===== config.mk =====
export PLATFORM = sky130hd
export DESIGN_NAME = cell_state_selector
export DESIGN_NICKNAME = d
export VERILOG_FILES = /design/src/rtl/cell_sel_pkg.sv /design/src/rtl/cell_level_guard.sv /design/src/rtl/cell_balance_chooser.sv /design/src/rtl/cell_gate_former.sv /design/src/rtl/cell_state_selector.sv
export SDC_FILE = /design/constraint.sdc
export NUM_CORES = 1
export LEC_CHECK = 0
export ABC_CLOCK_PERIOD_IN_PS = 9910
export BUFFER_PORTS_ARGS = -buffer_cell sky130_fd_sc_hd__buf_2
export CAP_MARGIN = 25
export CORE_MARGIN = 2
export CORE_UTILIZATION = 45
export CTS_BUF_LIST = sky130_fd_sc_hd__clkbuf_2
export DETAILED_ROUTE_END_ITERATION = 7
export PLACE_DENSITY_LB_ADDON = 0.05
export REMOVE_ABC_BUFFERS = 1
export SYNTH_ARGS = -nofsm -noshare
export SYNTH_HDL_FRONTEND = slang
export SYNTH_HIERARCHICAL = 1
export SYNTH_SLANG_ARGS = --single-unit

===== constraint.sdc =====
create_clock -name clk -period 9.91 [get_ports clk]
set_input_delay 0.991 -clock clk [delete_from_list [all_inputs] [get_ports clk]]
set_output_delay 0.991 -clock clk [all_outputs]
set_load 0.01 [all_outputs]

===== src/rtl/cell_sel_pkg.sv =====
package cell_sel_pkg;

    localparam int NPAIR = 3;
    localparam int NGATE = 2 * NPAIR;

    typedef enum logic [2:0] {
        LV_N2 = 3'd0,
        LV_N1 = 3'd1,
        LV_Z  = 3'd2,
        LV_P1 = 3'd3,
        LV_P2 = 3'd4
    } level_e;

    typedef struct packed {
        logic q5;
        logic q4;
        logic q1;
    } sw_vec_t;

    localparam sw_vec_t RESET_VEC = '{q5: 1'b0, q4: 1'b1, q1: 1'b0};

    function automatic logic is_paired(input level_e lv);
        return (lv == LV_P1) || (lv == LV_N1);
    endfunction

    function automatic sw_vec_t map_vec(input level_e lv, input logic alt);
        sw_vec_t v;
        unique case (lv)
            LV_P2:   v = '{q5: 1'b1, q4: 1'b1, q1: 1'b1};
            LV_N2:   v = '{q5: 1'b0, q4: 1'b0, q1: 1'b0};
            LV_P1:   v = alt ? '{q5: 1'b1, q4: 1'b1, q1: 1'b0}
                             : '{q5: 1'b0, q4: 1'b1, q1: 1'b1};
            LV_N1:   v = alt ? '{q5: 1'b1, q4: 1'b0, q1: 1'b0}
                             : '{q5: 1'b0, q4: 1'b0, q1: 1'b1};
            default: v = alt ? '{q5: 1'b1, q4: 1'b0, q1: 1'b1}
                             : '{q5: 1'b0, q4: 1'b1, q1: 1'b0};
        endcase
        return v;
    endfunction

endpackage


===== src/rtl/cell_level_guard.sv =====
module cell_level_guard
    import cell_sel_pkg::*;
(
    input  logic [2:0] req,
    output level_e     lvl,
    output logic       bad
);
    always_comb begin
        bad = 1'b0;
        unique case (req)
            3'b110:  lvl = LV_N2;
            3'b111:  lvl = LV_N1;
            3'b000:  lvl = LV_Z;
            3'b001:  lvl = LV_P1;
            3'b010:  lvl = LV_P2;
            default: begin
                lvl = LV_Z;
                bad = 1'b1;
            end
        endcase
    end
endmodule


===== src/rtl/cell_balance_chooser.sv =====
module cell_balance_chooser
    import cell_sel_pkg::*;
#(
    parameter int VW = 12
) (
    input  level_e          lvl,
    input  logic            cur_pos,
    input  logic [VW-1:0]   vc1,
    input  logic [VW-1:0]   vc2,
    input  logic [VW-1:0]   deadband,
    input  logic            pick_q,
    output logic            alt,
    output logic            pick_d
);
    logic          c1_high;
    logic [VW-1:0] mag;
    logic          outside;
    logic          fresh;

    always_comb begin
        c1_high = vc1 > vc2;
        mag     = c1_high ? (vc1 - vc2) : (vc2 - vc1);
        outside = mag > deadband;
        // option A lowers vc1-vc2 for positive current, raises it for negative
        fresh   = (c1_high != cur_pos);
        if (is_paired(lvl) && outside) begin
            alt = fresh;
        end else begin
            alt = pick_q;
        end
        pick_d = is_paired(lvl) ? alt : pick_q;
    end
endmodule


===== src/rtl/cell_gate_former.sv =====
module cell_gate_former
    import cell_sel_pkg::*;
(
    input  sw_vec_t           vec,
    output logic [NGATE-1:0]  gate
);
    logic [NPAIR-1:0] prim;
    assign prim = {vec.q5, vec.q4, vec.q1};

    for (genvar k = 0; k < NPAIR; k++) begin : g_pair
        if (k == 1) begin : g_swap
            assign gate[2*k+1] = prim[k];
            assign gate[2*k]   = ~prim[k];
        end else begin : g_norm
            assign gate[2*k]   = prim[k];
            assign gate[2*k+1] = ~prim[k];
        end
    end
endmodule


===== src/rtl/cell_state_selector.sv =====
module cell_state_selector
    import cell_sel_pkg::*;
#(
    parameter int VW = 12
) (
    input  logic          clk,
    input  logic          rst,
    input  logic          period_stb,
    input  logic [2:0]    level_req,
    input  logic          cur_pos,
    input  logic [VW-1:0] vc1,
    input  logic [VW-1:0] vc2,
    input  logic [VW-1:0] deadband,
    output logic [5:0]    gate_o,
    output logic          err_o
);
    level_e  lvl;
    logic    bad;
    logic    alt;
    logic    pick_d;
    logic    pick_q;
    sw_vec_t vec_d;
    sw_vec_t vec_q;
    logic    err_q;

    cell_level_guard guard_i (
        .req (level_req),
        .lvl (lvl),
        .bad (bad)
    );

    cell_balance_chooser #(.VW(VW)) chooser_i (
        .lvl      (lvl),
        .cur_pos  (cur_pos),
        .vc1      (vc1),
        .vc2      (vc2),
        .deadband (deadband),
        .pick_q   (pick_q),
        .alt      (alt),
        .pick_d   (pick_d)
    );

    assign vec_d = map_vec(lvl, alt);

    always_ff @(posedge clk) begin
        if (rst) begin
            vec_q  <= RESET_VEC;
            pick_q <= 1'b0;
            err_q  <= 1'b0;
        end else if (period_stb) begin
            vec_q  <= vec_d;
            pick_q <= pick_d;
            err_q  <= err_q | bad;
        end
    end

    cell_gate_former former_i (
        .vec  (vec_q),
        .gate (gate_o)
    );

    assign err_o = err_q;
endmodule


[Yosys cells after proc, flatten, opt, wreduce, memory -nomap -nowiden]
Index checks and enable logic that the tools add are counted.
Cells by class
  add/subtract/negate cells: 2
  magnitude comparators: 2
  equality and inequality tests: 8
  muxes and demuxes: 8
  bitwise gates (word level): 4
  reduce and logical (&&, ||, !) cells: 6
Operators with widths (count)
  $gt A12 B12 Y1: 2
  $pmux W3 S4: 2
  $sub A12 B12 Y12: 2
  $mux W12: 1
  $eq A3 B3 Y1 const B: 3
  $mux W3: 3
  $eq A3 B1 Y1 const B: 2
  $eq A3 B2 Y1 const B: 2
  $logic_not A3 Y1: 2
  $reduce_or A5 Y1: 1
  $not A1 Y1: 3
  $mux W1: 2
  $reduce_and A2 Y1: 1
  $logic_and A1 B1 Y1: 1
  $logic_or A1 B1 Y1: 1
  $ne A1 B1 Y1: 1
  $or A1 B1 Y1: 1
Word-level totals
  register bits: 5
  input bits: 43
  output and inout bits: 7
  word-level logic and storage cells: 35

[Logic depth before layout (Yosys ltp)]
  depth in word-level cells: 8
  gate-level depth with buffers: 21
  gate-level depth less buffers: 20

[Cells and area by module]
Netlist, hierarchy kept.
By module, submodules not included
  cell_balance_chooser: times used 1, cells each 203, area each 1501.4 um^2, sequential area each 0.0 um^2
  cell_state_selector: times used 1, cells each 27, area each 229.0 um^2, sequential area each 100.1 um^2
  cell_level_guard: times used 1, cells each 8, area each 45.0 um^2, sequential area each 0.0 um^2
  cell_gate_former: times used 1, cells each 6, area each 33.8 um^2, sequential area each 0.0 um^2

[Worst setup path after synthesis]
OpenSTA, ideal clock, no wires.
  path type: input-to-reg
  start point: input vc1[0]
  end point: register vec_q[0] (netlist name)
  setup time: 91 ps
  arrival time: 4484 ps
  data required time: 9819 ps
  slack: 5335 ps
  cell stages on the path: 20
  buffers on the path: 1
  cell sequence: inv_1 ha_1 inv_1 fa_1 a21o_1 a21oi_1 a21o_1 a21oi_2 buf_6 mux2i_1 xor2_1 ha_1 a21o_1 a21o_1 a21oi_1 nor2_1 o41ai_1 mux2_2 mux2i_1 a311oi_1
On the way
  cells in the longest elaborated chain, start to end: 7
  elaborated cells on any way between the ends: 12
  those cells by class: 2 x add/sub; 2 x order compare; 1 x eq/ne; 6 x mux; 1 x reduce/logical
RTL lines
  start: declaration: line cell_state_selector.sv:11  | input logic [VW-1:0] vc1,
  $sub A12 B12 Y12 or $gt A12 B12 Y1 (tied branches): line cell_balance_chooser.sv:22, cell_balance_chooser.sv:21
  $mux W12: line cell_balance_chooser.sv:22  | mag = c1_high ? (vc1 - vc2) : (vc2 - vc1);
  $gt A12 B12 Y1: line cell_balance_chooser.sv:23  | outside = mag > deadband;
  $logic_and A1 B1 Y1: line cell_balance_chooser.sv:26  | if (is_paired(lvl) && outside) begin
  $mux W1 (*): line cell_balance_chooser.sv:26
  net alt: line cell_state_selector.sv:19  | logic alt;
  $mux W3, on equally long branches: line cell_sel_pkg.sv:35, cell_sel_pkg.sv:31, cell_sel_pkg.sv:33
  $pmux W3 S4 (*): line cell_sel_pkg.sv:28  | unique case (lv)
  end signal: assignment: line cell_state_selector.sv:51  | vec_q <= vec_d;
  end: declaration: line cell_state_selector.sv:23  | sw_vec_t vec_q;
The timed path passes the listed nets; every way through them passes the cells marked *.
A chain may end at the register's enable or synchronous reset.

[Worst setup path in the final report]
  start point: input vc1[5]
  end point: register vec_q[0] (netlist name)
The elaborated chain is that of the path after synthesis.

==> impl_results.md <==
* Core ar. at 3943 sq um
* Sw Ratio at 45.38%
* Ys flop type: dfxtp_1
* Netlist cell types at 47
* Most frequent CP cell: a21o_1
* Final min period at 5.047 ns
* Worst IR Drop VDD at 0.02779 mV
* Setup bufs post-CTS at 0
* Max frequency at 198.1 MHz
* Leakage at 1.099 nW
* RSZ-0062 raised after global routing: no
* Vias post-DR at 1,705
* Fillers at 425
* Crit start category: input port
* Inserted Diodes at 0
* Overall power at 0.0001651 W
* Post-synthesis register bit count at 5
* Pwr dens at 80.85 nW/um^2
* H-tree depth at 1
* Total Routing Usage GR at 17.51%
* Layout cells sized above 1 at 22.11%
* Part of the cycle the worst path needs at 50.93%
* Cell Int Power at 0.00009017 W
* Routability cong. at 0.8469
* Final ANT Viol Nets at 0
* Setup TNS at 0 ns
* Worst-margin pin slew at 0.7524 ns
* Setup violators final at 0
* Cell Rows at 23
* Worst Hold Launch: err_o
* 1st-iter DRT viols at 74
* NumNets Final at 366
* Worst skew pair latency at 0.21 ns
* Clock Pin Slew Worst Setup and Hold Paths at 0.06 ns
* Netlist Area Pre-Place at 1809 sq um
* Port Buffers at 49
* Setup crit end kind: flop
* Max-slew headroom at 49.84%
* Psw at 0.00007493 W
* Seq pwr share at 13.5%
* Vias/cell at 5.090
* DP HPWL at 3207 um
* R2R depth at 3
* First-pass GRT wire length at 6389 um
* RR Endpoint: vec_q[0]
* GRT Residual Overflow at 0
* Hold WS at 0.4695 ns
* Wire per inst at 11.08 um
* Clk_skew at 0.002300 ns
* Register area share after synthesis at 5.533%
* Maxcap violations at 0
* Max FO, Critical Path at 11
* CTS Sinks at 5
* Post-CTS Hold Buffers at 0
* WHS Endpoint: err_o
* R2r setup slk at 8.84 ns
* Antenna violations before repair at 0
* Top Ports at 50
* CP max stage delay at 0.59 ns
* Vias in the first global route at 1,525
* Syn_area_per_cell at 7.415 sq um
* Initial core utilization at 45.89%
* Die X-Extent at 67.41 um
* Worst hold stages at 2
* CTS Buffer Depth at 2
* Slew Limit Fails at 0
* Cell count after synthesis at 244
* Reg2reg start: pick_q
* DRC viols at 0
* Die H at 67.41 um
* Util after Layout at 51.79%
* Final Hold Fails at 0
* Final WL at 3712 um
* Slowest cell on the critical path: a21oi_2
* Root Buffer: clkbuf_2
* CTS tree: done
* Die ar. at 4543 sq um
* Async SR Flop Fraction at 0%
* Status: finished, final reports clean
* Number of synthesized flops with an enable pin at 0
* CP Cell Sequence: buf_2, inv_1, ha_1, o211ai_1, a22o_1, a21o_1, a21oi_2, mux2i_1, xor2_1, ha_1, a21o_1, a21o_1, a21oi_1, nor2_1, o41ai_1, mux2_2, mux2i_1, a311oi_1
* Num CTS Buffers at 3
* Comb pwr share at 75.0%
* WP data required at 10.03 ns
* Kind of critical path: in2reg
* Min-delay worst type: reg2reg
* Worst EP arrival at 5.17 ns
* Largest net degree at the start of global routing at 12
* Post-cts repair resize count at 0
* Yosys warns at 6
* Area Overhead vs Synth at 12.86%
* Clock network power share at 11.5%
* Drt pass-1 iters at 4
[synth_stat cells, types with 2 or more instances]
library cell | count | area [sq um]
nand3_1 | 3 | 15.01
buf_6 | 4 | 45.04
clkbuf_2 | 2 | 10.01
o21ai_0 | 18 | 90.09
o211ai_1 | 3 | 22.52
inv_1 | 48 | 180.2
a21o_1 | 7 | 52.55
fa_1 | 2 | 40.04
buf_4 | 4 | 30.03
a311oi_1 | 2 | 17.52
dfxtp_1 | 5 | 100.1
a211oi_1 | 5 | 37.54
nor3_1 | 2 | 10.01
o21a_1 | 3 | 22.52
nand2_1 | 6 | 22.52
nor2_1 | 13 | 48.80
o21bai_1 | 4 | 30.03
nand4_1 | 5 | 31.28
xor2_1 | 5 | 43.79
ha_1 | 35 | 437.9
mux2i_1 | 11 | 110.1
mux2_2 | 3 | 33.78
buf_2 | 2 | 10.01
a21oi_1 | 20 | 100.1
nor2b_1 | 4 | 25.02
xnor2_1 | 7 | 61.31
[worst max-delay path by stage]
| stage | endpoint | from | cells after the start |
|---|---|---|---|
| floorplan | vec_q[0] | vc1[7] | 17 |
| global placement | vec_q[0] | vc1[5] | 18 |
| detailed placement | vec_q[0] | vc1[5] | 18 |
| CTS | vec_q[0] | vc1[5] | 18 |
| global route | vec_q[1] | vc1[5] | 19 |
| finish | vec_q[0] | vc1[5] | 18 |
[stage by stage]
stage	worst slack, ns	instances	cell area, sq um
CTS	4.891	335	2042
global placement	4.722	331	2022
global route	4.576	335	2042
finish	4.863	335	2042
detailed placement	4.687	331	2022
floorplan	5.140	232	1714
[cells by family (layout without fill, tap and decap cells)]
group | count (synthesis) | count (layout) | share of synthesized area (%)
buffers and inverters | 60 | 101 | 15.21
DFF | 5 | 5 | 5.533
xor gates and xnor gates | 12 | 12 | 5.809
muxes | 14 | 14 | 7.953
and+or+nand+nor | 42 | 42 | 12.45
adders and majority gates | 37 | 37 | 26.42
AOI/OAI and AO/OA | 74 | 74 | 26.63
[critical path: cells and delay by family]
family,cells,cell delay [ns]
xor gates and xnor gates,1,0.16
AOI/OAI and AO/OA,9,2.25
adders and majority gates,2,0.71
buffers and inverters,2,0.13
muxes,3,0.85
and+or+nand+nor,1,0.05
[state kept, by name, summed over array words and instances, names as in the netlist]
register and count:
err_o 1, pick_q 1, vec_q 3
[power groups by stage]
stage	clock [W]	sequential, W	combinational, W
after global routing	0.0000219	0.0000225	0.000142
final	0.0000190	0.0000223	0.000124
after detailed placement	0	0.0000227	0.000124
after global placement	0	0.0000227	0.000124
after floorplan	0	0.0000233	0.0000919
after CTS	0.0000201	0.0000223	0.000125
[final cells by class]
cell class,instances,area [sq um],share of cell area [%]
sequential,5,100.1,4.902
tap,50,62.56,3.064
timing repair buffer,49,245.2,12.01
multi-input combinational,179,1434,70.22
inverter,48,180.2,8.824
clock buffer,4,20.02,0.9804
[layout by cell type (no fill, tap or decap), types with 5 or more instances in the layout]
cell type / synthesis / routed
xnor2_1: 7 / 7
a21o_1: 7 / 7
a21oi_1: 20 / 20
buf_2: 2 / 49
xor2_1: 5 / 5
nand4_1: 5 / 5
dfxtp_1: 5 / 5
o21ai_0: 18 / 18
mux2i_1: 11 / 11
inv_1: 48 / 48
nand2_1: 6 / 6
a211oi_1: 5 / 5
ha_1: 35 / 35
nor2_1: 13 / 13
[routing by layer]
layer	global-route usage (%)	vias to the layer above	share of wire, %
li1	-	920	-
met1	24.90	744	52
met2	28.84	39	44
met3	1.167	2	3.9
met4	3.827	0	0.27
met5	0	-	0
No activity file was read; power rests on OpenSTA's default activity.
